**src/rtl/osd_load_pkg.sv**
```systemverilog
package osd_load_pkg;
    localparam int unsigned WORD_W    = 16;
    localparam int unsigned RAM_WORDS = 288;
    localparam int unsigned REG_COUNT = 9;
    localparam int unsigned ERASE_REG = 8;
    localparam int unsigned ERASE_BIT = 2;

    // layout of one display RAM word (passed through unchanged)
    typedef struct packed {
        logic       spare;
        logic [2:0] back_rgb;
        logic       blink;
        logic [2:0] fore_rgb;
        logic [7:0] code;
    } cell_t;
endpackage

```
**src/rtl/osd_ser_rx.sv**
```systemverilog
module osd_ser_rx #(
    parameter int unsigned WORD_W = osd_load_pkg::WORD_W
) (
    input  logic              clk,
    input  logic              rst_n,
    input  logic              cs_n,
    input  logic              sck,
    input  logic              sdi,
    output logic              sel,
    output logic              word_vld,
    output logic [WORD_W-1:0] word
);
    localparam int unsigned CNT_W = $clog2(WORD_W);
    localparam logic [CNT_W-1:0] LAST_BIT = CNT_W'(WORD_W - 1);

    typedef struct packed {
        logic [2:0]        sck_p;
        logic [1:0]        cs_p;
        logic [1:0]        sdi_p;
        logic [CNT_W-1:0]  cnt;
        logic [WORD_W-1:0] sh;
        logic              vld;
        logic [WORD_W-1:0] word;
    } rx_t;

    rx_t rx_d, rx_q;
    logic rise;
    logic active;

    always_comb begin
        rx_d       = rx_q;
        rx_d.sck_p = {rx_q.sck_p[1:0], sck};
        rx_d.cs_p  = {rx_q.cs_p[0], cs_n};
        rx_d.sdi_p = {rx_q.sdi_p[0], sdi};
        rx_d.vld   = 1'b0;
        active     = ~rx_q.cs_p[1];
        rise       = rx_q.sck_p[1] & ~rx_q.sck_p[2];
        if (!active) begin
            rx_d.cnt = '0;
        end else if (rise) begin
            rx_d.sh = {rx_q.sh[WORD_W-2:0], rx_q.sdi_p[1]};
            if (rx_q.cnt == LAST_BIT) begin
                rx_d.cnt  = '0;
                rx_d.vld  = 1'b1;
                rx_d.word = {rx_q.sh[WORD_W-2:0], rx_q.sdi_p[1]};
            end else begin
                rx_d.cnt = rx_q.cnt + 1'b1;
            end
        end
    end

    always_ff @(posedge clk or negedge rst_n) begin
        if (!rst_n) begin
            rx_q.sck_p <= '0;
            rx_q.cs_p  <= '1;
            rx_q.sdi_p <= '0;
            rx_q.cnt   <= '0;
            rx_q.sh    <= '0;
            rx_q.vld   <= 1'b0;
            rx_q.word  <= '0;
        end else begin
            rx_q <= rx_d;
        end
    end

    assign sel      = ~rx_q.cs_p[1];
    assign word_vld = rx_q.vld;
    assign word     = rx_q.word;
endmodule

```
**src/rtl/osd_wr_decode.sv**
```systemverilog
module osd_wr_decode #(
    parameter int unsigned WORD_W    = osd_load_pkg::WORD_W,
    parameter int unsigned RAM_WORDS = osd_load_pkg::RAM_WORDS,
    parameter int unsigned REG_COUNT = osd_load_pkg::REG_COUNT,
    parameter int unsigned ERASE_REG = osd_load_pkg::ERASE_REG,
    parameter int unsigned ERASE_BIT = osd_load_pkg::ERASE_BIT,
    localparam int unsigned RAM_AW   = $clog2(RAM_WORDS)
) (
    input  logic                          clk,
    input  logic                          rst_n,
    input  logic                          sel,
    input  logic                          word_vld,
    input  logic [WORD_W-1:0]             word,
    input  logic                          busy,
    output logic                          req_we,
    output logic [RAM_AW-1:0]             req_addr,
    output logic [WORD_W-1:0]             req_data,
    output logic [REG_COUNT*WORD_W-1:0]   regs_flat,
    output logic                          erase_go
);
    localparam logic [WORD_W-1:0] REG_BASE = WORD_W'(RAM_WORDS);
    localparam logic [WORD_W-1:0] REG_END  = WORD_W'(RAM_WORDS + REG_COUNT);

    typedef struct packed {
        logic                                await_addr;
        logic [WORD_W-1:0]                   ptr;
        logic [REG_COUNT-1:0][WORD_W-1:0]    regs;
        logic                                we;
        logic [RAM_AW-1:0]                   wa;
        logic [WORD_W-1:0]                   wd;
        logic                                go;
    } dec_t;

    dec_t dec_d, dec_q;
    logic [WORD_W-1:0] reg_off;

    always_comb begin
        dec_d    = dec_q;
        dec_d.we = 1'b0;
        dec_d.go = 1'b0;
        reg_off  = dec_q.ptr - REG_BASE;
        if (!sel) begin
            dec_d.await_addr = 1'b1;
        end else if (word_vld && !busy) begin
            if (dec_q.await_addr) begin
                dec_d.ptr        = word;
                dec_d.await_addr = 1'b0;
            end else begin
                if (dec_q.ptr != '1) begin
                    dec_d.ptr = dec_q.ptr + 1'b1;
                end
                if (dec_q.ptr < REG_BASE) begin
                    dec_d.we = 1'b1;
                    dec_d.wa = dec_q.ptr[RAM_AW-1:0];
                    dec_d.wd = word;
                end else if (dec_q.ptr < REG_END) begin
                    for (int k = 0; k < int'(REG_COUNT); k++) begin
                        if (reg_off == WORD_W'(k)) begin
                            dec_d.regs[k] = {1'b0, word[WORD_W-2:0]};
                            if (k == int'(ERASE_REG) && word[ERASE_BIT]) begin
                                dec_d.regs[k][ERASE_BIT] = 1'b0;
                                dec_d.go                 = 1'b1;
                            end
                        end
                    end
                end
            end
        end
    end

    always_ff @(posedge clk or negedge rst_n) begin
        if (!rst_n) begin
            dec_q.await_addr <= 1'b1;
            dec_q.ptr        <= '0;
            dec_q.regs       <= '0;
            dec_q.we         <= 1'b0;
            dec_q.wa         <= '0;
            dec_q.wd         <= '0;
            dec_q.go         <= 1'b0;
        end else begin
            dec_q <= dec_d;
        end
    end

    for (genvar g = 0; g < int'(REG_COUNT); g++) begin : g_regs
        assign regs_flat[g*WORD_W +: WORD_W] = dec_q.regs[g];
    end

    assign req_we   = dec_q.we;
    assign req_addr = dec_q.wa;
    assign req_data = dec_q.wd;
    assign erase_go = dec_q.go;
endmodule

```
**src/rtl/osd_erase_seq.sv**
```systemverilog
module osd_erase_seq #(
    parameter int unsigned RAM_WORDS = osd_load_pkg::RAM_WORDS,
    localparam int unsigned RAM_AW   = $clog2(RAM_WORDS)
) (
    input  logic              clk,
    input  logic              rst_n,
    input  logic              start,
    output logic              active,
    output logic [RAM_AW-1:0] idx
);
    localparam logic [RAM_AW-1:0] LAST_IDX = RAM_AW'(RAM_WORDS - 1);

    typedef struct packed {
        logic              run;
        logic [RAM_AW-1:0] cnt;
    } er_t;

    er_t er_d, er_q;

    always_comb begin
        er_d = er_q;
        if (er_q.run) begin
            if (er_q.cnt == LAST_IDX) begin
                er_d.run = 1'b0;
                er_d.cnt = '0;
            end else begin
                er_d.cnt = er_q.cnt + 1'b1;
            end
        end else if (start) begin
            er_d.run = 1'b1;
            er_d.cnt = '0;
        end
    end

    // clear leaves the sweep armed so it runs as soon as clear is released
    always_ff @(posedge clk or negedge rst_n) begin
        if (!rst_n) begin
            er_q.run <= 1'b1;
            er_q.cnt <= '0;
        end else begin
            er_q <= er_d;
        end
    end

    assign active = er_q.run;
    assign idx    = er_q.cnt;
endmodule

```
**src/rtl/osd_load_port.sv**
```systemverilog
module osd_load_port #(
    parameter int unsigned WORD_W    = osd_load_pkg::WORD_W,
    parameter int unsigned RAM_WORDS = osd_load_pkg::RAM_WORDS,
    parameter int unsigned REG_COUNT = osd_load_pkg::REG_COUNT,
    parameter int unsigned ERASE_REG = osd_load_pkg::ERASE_REG,
    parameter int unsigned ERASE_BIT = osd_load_pkg::ERASE_BIT,
    localparam int unsigned RAM_AW   = $clog2(RAM_WORDS)
) (
    input  logic                        clk,
    input  logic                        clr_n,
    input  logic                        cs_n,
    input  logic                        sck,
    input  logic                        sdi,
    output logic                        ram_we,
    output logic [RAM_AW-1:0]           ram_addr,
    output logic [WORD_W-1:0]           ram_wdata,
    output logic [REG_COUNT*WORD_W-1:0] ctrl_regs,
    output logic                        busy
);
    typedef struct packed {
        logic              we;
        logic [RAM_AW-1:0] addr;
        logic [WORD_W-1:0] data;
    } port_t;

    logic              rx_sel, rx_vld;
    logic [WORD_W-1:0] rx_word;
    logic              req_we, er_go, er_active;
    logic [RAM_AW-1:0] req_addr, er_idx;
    logic [WORD_W-1:0] req_data;
    port_t             port_d, port_q;

    osd_ser_rx #(.WORD_W(WORD_W)) u_rx (
        .clk(clk), .rst_n(clr_n), .cs_n(cs_n), .sck(sck), .sdi(sdi),
        .sel(rx_sel), .word_vld(rx_vld), .word(rx_word)
    );

    osd_wr_decode #(
        .WORD_W(WORD_W), .RAM_WORDS(RAM_WORDS), .REG_COUNT(REG_COUNT),
        .ERASE_REG(ERASE_REG), .ERASE_BIT(ERASE_BIT)
    ) u_dec (
        .clk(clk), .rst_n(clr_n), .sel(rx_sel), .word_vld(rx_vld),
        .word(rx_word), .busy(er_active), .req_we(req_we),
        .req_addr(req_addr), .req_data(req_data), .regs_flat(ctrl_regs),
        .erase_go(er_go)
    );

    osd_erase_seq #(.RAM_WORDS(RAM_WORDS)) u_erase (
        .clk(clk), .rst_n(clr_n), .start(er_go),
        .active(er_active), .idx(er_idx)
    );

    always_comb begin
        if (er_active) begin
            port_d.we   = 1'b1;
            port_d.addr = er_idx;
            port_d.data = '0;
        end else begin
            port_d.we   = req_we;
            port_d.addr = req_addr;
            port_d.data = req_data;
        end
    end

    always_ff @(posedge clk or negedge clr_n) begin
        if (!clr_n) begin
            port_q <= '0;
        end else begin
            port_q <= port_d;
        end
    end

    assign ram_we    = port_q.we;
    assign ram_addr  = port_q.addr;
    assign ram_wdata = port_q.data;
    assign busy      = er_active;
endmodule

```
**config.mk**
```make
export PLATFORM = sky130hd
export DESIGN_NAME = osd_load_port
export DESIGN_NICKNAME = d
export VERILOG_FILES = /design/src/rtl/osd_load_pkg.sv /design/src/rtl/osd_ser_rx.sv /design/src/rtl/osd_wr_decode.sv /design/src/rtl/osd_erase_seq.sv /design/src/rtl/osd_load_port.sv
export SDC_FILE = /design/constraint.sdc
export NUM_CORES = 1
export LEC_CHECK = 0
export BUFFER_PORTS_ARGS = -buffer_cell sky130_fd_sc_hd__buf_2
export CAP_MARGIN = 20
export CORE_AREA = 2 2 117 232
export DETAILED_ROUTE_END_ITERATION = 10
export DIE_AREA = 0 0 119 234
export MAX_ROUTING_LAYER = met4
export PLACE_DENSITY = 0.73
export SYNTH_ARGS = -nofsm -noshare
export SYNTH_HDL_FRONTEND = slang
export SYNTH_SLANG_ARGS = --single-unit
```
**constraint.sdc**
```tcl
create_clock -name clk -period 4.93 [get_ports clk]
set_input_delay 0.2465 -clock clk [delete_from_list [all_inputs] [get_ports clk]]
set_output_delay 0.2465 -clock clk [all_outputs]
set_load 0.02 [all_outputs]
```
Word-level counts from Yosys, hierarchy flattened
Cells that the tools add are included.
Word-level totals
  bits in registers: 258
  input port bits: 5
Cells by class
  add/sub/neg operators: 4
  magnitude comparators: 2
  equal/unequal tests: 11
  muxes and demuxes: 32
  bitwise logic cells: 5
  reduce and logical (&&, ||, !) cells: 20
Operators by type and width (count)
  $mux W188: 1
  $mux W171: 1
  $mux W144: 1
  $mux W143: 1
  $mux W15: 9
  $eq A16 B3 Y1 const B: 4
  $reduce_and A6 Y1: 9
  $mux W26: 2
  $mux W37: 1
  $mux W17: 2
  $eq A16 B2 Y1 const B: 2
  $lt A16 B9 Y1 const B: 2
  $mux W16: 2
  $mux W27: 1
  $mux W10: 2
  $add A16 B1 Y16 const B: 1
  $eq A16 B1 Y1 const B: 1
  $eq A16 B4 Y1 const B: 1
  $logic_not A16 Y1: 1
  $ne A16 B16 Y1 const B: 1
  $sub A16 B9 Y16 const B: 1
  $add A9 B1 Y9 const B: 1
  $eq A9 B9 Y1 const B: 1
  $mux W9: 1
  12 further kinds: 25

Logic depth before layout (Yosys ltp)
  depth in word-level cells: 8
  depth in mapped cells: 10
  depth with buffers taken out: 7

Cells and area by module
Synthesis repeated with hierarchy kept, for this count alone.
Second synthesis, totals
  cell total of the unflattened synthesis: 943
  area total of the unflattened synthesis: 11964.0 um2
Modules (own cells, without submodules)
  osd_wr_decode: times used 1, cells each 718, area each 8795.9 um2, seq. area each 4455.5 um2
  osd_ser_rx: times used 1, cells each 113, area each 1705.4 um2, seq. area each 1078.5 um2
  osd_load_port: times used 1, cells each 55, area each 909.6 um2, seq. area each 650.6 um2
  osd_erase_seq: times used 1, cells each 57, area each 553.0 um2, seq. area each 251.5 um2

Least setup slack after synthesis
OpenSTA, ideal clock, no wires.
  kind: reg2reg
  start: reg u_dec.dec_q[176] (netlist name)
  end: reg u_dec.dec_q, in the netlist u_dec.regs_flat[20]
  library setup time: 125 ps
  data arrival time: 2784 ps
  required time: 4805 ps
  path slack: 2021 ps
  stages on the path, launching flop included: 10
  path buffers: 2
  clock period less this slack: 2909 ps
  path through: dfrtp_1 -> clkbuf_1 -> inv_1 -> ha_1 -> nand4b_1 -> or4b_2 -> nor4_1 -> nand3_2 -> buf_6 -> mux2_4
On the way
  longest elaborated chain between the ends: 3
  elaborated cells between the ends (all ways): 6
  those cells by class: add/sub (1); order compare (2); eq/ne (1); bitwise (1); reduce/logical (1)
RTL lines
  start, declared: RTL line osd_wr_decode.sv:34  | dec_t dec_d, dec_q;
  $sub A16 B9 Y16 / $lt A16 B9 Y1 (equally long branches): RTL line osd_wr_decode.sv:41, osd_wr_decode.sv:52
  $eq A16 B1 Y1 / $not A1 Y1 (equally long branches)
  $reduce_and A6 Y1 (no line) *
Mark *: on every way between the ends. The rest lies on a longest branch, timed or not.
A chain may end at the register's enable or synchronous reset.

Worst setup path after layout
  start: reg u_dec.dec_q[176] (netlist name)
  end: reg u_dec.dec_q, in the netlist u_dec.regs_flat[26]
Same word-level chain as after synthesis.

==> metrics.md <==
| Metric | Value |
|---|---|
| Htree depth | `1` |
| VDD IR-drop max | `about 0.00027 V` |
| Clk sink count | `257` |
| Initial DRC count | `~250` |
| Crit path DAT | `roughly 4 ns` |
| Syn-to-layout area delta | `7.24%` |
| Vias/cell | `roughly 5.2` |
| Hold crit path type | `flop to flop` |
| Setup_tns | `0 ns` |
| Final setup viols | `0` |
| Rows | `84` |
| ANT cells | `0` |
| Min Tclk post-route | `between 3 and 4 ns` |
| Leading area contributor after synthesis | `dfrtp_1` |
| Clock transition at path regs | `around 0.07 ns` |
| Beginning of the critical path | `u_dec.dec_q[176]` |
| Core area | `26,200 µm²` |
| Hold Violations, Final | `0` |
| Post-synthesis area per instance | `about 13 µm²` |
| Final Max Tran Viols | `0` |
| RR Endpoint | `u_dec.regs_flat[26]` |
| Hold path depth | `0` |
| Global Route Usage Sum | `18.5%` |
| Seq/Total Area, Yosys | `a little under three fifths` |
| CP startpoint kind | `flop` |
| Post-CTS Resized | `0` |
| Layout cell share with drive strength beyond 1 | `approximately 46%` |
| Global-route wire length before repair | `39,100 µm` |
| Commonest non-fill, non-tap cells in the layout | `dfrtp_1 (253), mux2_2 (177), buf_2 (165), o21ai_0 (31), a21oi_1 (25)` |
| Async SR Flop Fraction | `100%` |
| Max-Cap Viols | `0` |
| DR pass1 iterations | `5` |
| Power density over cell area | `approximately 330 nW/µm²` |
| Max Root-Sink Buffers | `3` |
| R2R setup slack | `between 1 and 1.5 ns` |
| PortBufs | `about 170` |
| I/O pin total | `about 180` |
| Via count of the first global-routing pass | `around 7,000` |
| Net count, final | `about 900` |
| WL/cell | `19.9 µm` |
| Final Cycle Share | `71.4%` |
| Initial core utilization | `44.0%` |
| Flops & latches, synth | `between 200 and 300` |
| Outcome | `finished clean` |
| Syn Std Cell Area | `11,500 µm²` |
| Leakage power | `~6.6 nW` |
| Critical path type | `flop to flop` |
| DIE HEIGHT | `234 µm` |
| R2R Path Start | `u_dec.dec_q[176]` |
| Detailed Route WL | `approximately 25,000 µm` |
| FMAX | `284 MHz` |
| Die area | `between 20,000 and 30,000 µm²` |
| Post-synth EDFFs | `0` |
| Clk_lat worst skew | `0.52 ns` |
| Worst Setup Slack, final | `roughly 1.4 ns` |
| Via count | `~6,600` |
| GP Congestion | `between 0.9 and 1` |
| Die width | `119 µm` |
| Num CTS Buffers | `22` |
| Clk_skew | `between 0.01 and 0.015 ns` |
| Grt ovf | `0` |
| Cell count after synthesis | `between 800 and 900` |
| Area occupied by multi-input gates | `3770 µm²` |
| Synth area leaders | `dfrtp_1 (55%), mux2_2 (17%), buf_4 (9.4%), mux2_4 (2.6%), o21ai_0 (1.3%)` |
| Routed Antenna Nets | `0` |
| Library cells used by synthesis | `59` |
| Fillers | `roughly 2,300` |
| # DRC | `0` |
| Worst r2r path cells | `7` |
| Tightest Pin Transition | `between 0.9 and 1 ns` |
| Dpl ws | `around 1.4 ns` |
| Root Buffer | `clkbuf_16` |
| CP Max Fanout | `15` |
| Register Area | `~6400 µm²` |
| RSZ-0062 raised after global routing | `false` |
| Synth top area share | `between 50% and 60%` |
| Largest net degree at the start of global routing | `between 100 and 150` |
| Synth warnings | `0` |
| Commonest non-fill, non-tap cell in the layout | `dfrtp_1` |
| Slew Limit Headroom | `approximately 34%` |
| Worst setup path end | `u_dec.regs_flat[26]` |
| CTS tree | `done` |
| CP required | `5.32 ns` |
| Antenna violations before repair | `0` |
| CP endpoint kind | `flop` |
| Predominant post-synthesis flop cell | `dfrtp_1` |
| Post-DP HPWL | `between 15,000 and 20,000 µm` |
[power breakdown]
part	internal, W	switching [W]	leakage [nW]
logic	0.0000323	0.0000599	2.66
clock network	0.00105	0.000764	0.371
registers	0.00214	0.0000255	3.55
[area by class of cell]
| type | instances | area share (%) |
|---|---|---|
| Tap cell | 344 | 3.48 |
| Multi-Input combinational cell | 436 | 30.5 |
| Timing Repair Buffer | 177 | 7.55 |
| Inverter | 9 | 0.273 |
| Clock inverter | 6 | 0.668 |
| Clock buffer | 33 | 5.45 |
| Sequential cell | 257 | 52.1 |
[synthesized netlist by cell type (all sizes together), types with 8 or more instances]
master  count
inv         9
nor2       20
a21oi      25
clkbuf     39
mux2      198
nor3        8
dfrtp     253
buf       160
o21ai      31
nor2b      18
nand2      22
ha          9
nand3      17
[worst max-delay path: stages (launching register included)]
cell and delay [ns]:
dfrtp_1 0.54, inv_1 0.08, ha_1 0.29, nand4b_1 0.12, or4b_2 0.65, nor4_1 0.52, nand3_2 0.66, mux2_4 0.52
[cell families (layout without fill, tap and decap cells)]
| logic type | Yosys count | count (layout) | synth area share [%] |
|---|---|---|---|
| AOI/OAI and AO/OA | 86 | 86 | 4.61 |
| and+or+nand+nor | 128 | 128 | 6.36 |
| xor gates and xnor gates | 3 | 3 | 0.228 |
| DFF | 257 | 257 | 55.8 |
| buffers and inverters | 208 | 225 | 11.8 |
| other | 1 | 10 | 0.0325 |
| adders and majority gates | 9 | 9 | 0.977 |
| muxes | 200 | 200 | 20.2 |
[state kept, by name, indices dropped and copies added (netlist names)]
| signal | flops |
|---|---|
| ram_addr | 9 |
| ram_wdata | 16 |
| ram_we | 1 |
| u_dec.dec_q | 17 |
| u_dec.erase_go | 1 |
| u_dec.regs_flat | 134 |
| u_dec.req_addr | 9 |
| u_dec.req_data | 16 |
| u_dec.req_we | 1 |
| u_erase.active | 1 |
| u_erase.idx | 9 |
| u_rx.rx_d | 4 |
| u_rx.rx_q | 22 |
| u_rx.word | 16 |
| u_rx.word_vld | 1 |
[worst min-delay path by stage]
stage | start | end | slack (ns)
after floorplan | clr_n | ram_addr[0] | -0.05
after global placement | u_rx.rx_d[42] | u_rx.rx_d[43] | 0.33
after detailed placement | u_rx.rx_d[42] | u_rx.rx_d[43] | 0.34
after CTS | u_rx.rx_d[42] | u_rx.rx_d[43] | 0.35
after global routing | u_rx.rx_d[40] | u_rx.rx_q[40] | 0.37
final | u_rx.rx_d[42] | u_rx.rx_d[43] | 0.35
[routing by layer]
layer,global-route usage [%],vias up,share of wire (%)
met5,-,-,0
met4,8.78,0,4.0
met3,2.87,50,4.3
met2,33.5,174,55
met1,19.6,3390,36
li1,-,2950,-
[through the flow]
stage          hold WS (ns)  instance area, µm²  power [W]  cells  util, %
6_report              0.349               12400    0.00407   1262     47.2
5_1_grt               0.367               12400    0.00421   1262     47.2
4_1_cts               0.352               12400    0.00411   1262     47.2
3_5_place_dp          0.337               11600    0.00230   1219     44.2
3_3_place_gp          0.334               11600    0.00230   1218     44.2
2_1_floorplan       -0.0491               11600    0.00225    901        -
[repair_timing]
item | 4_1_cts | 5_1_grt
endpoints found under the hold margin | 119 | 0
hold buffers | 4 | 0
buffers inserted | 0 | 0
endpoints found under the setup margin | 0 | 0
(Power assumes the default switching activity.)
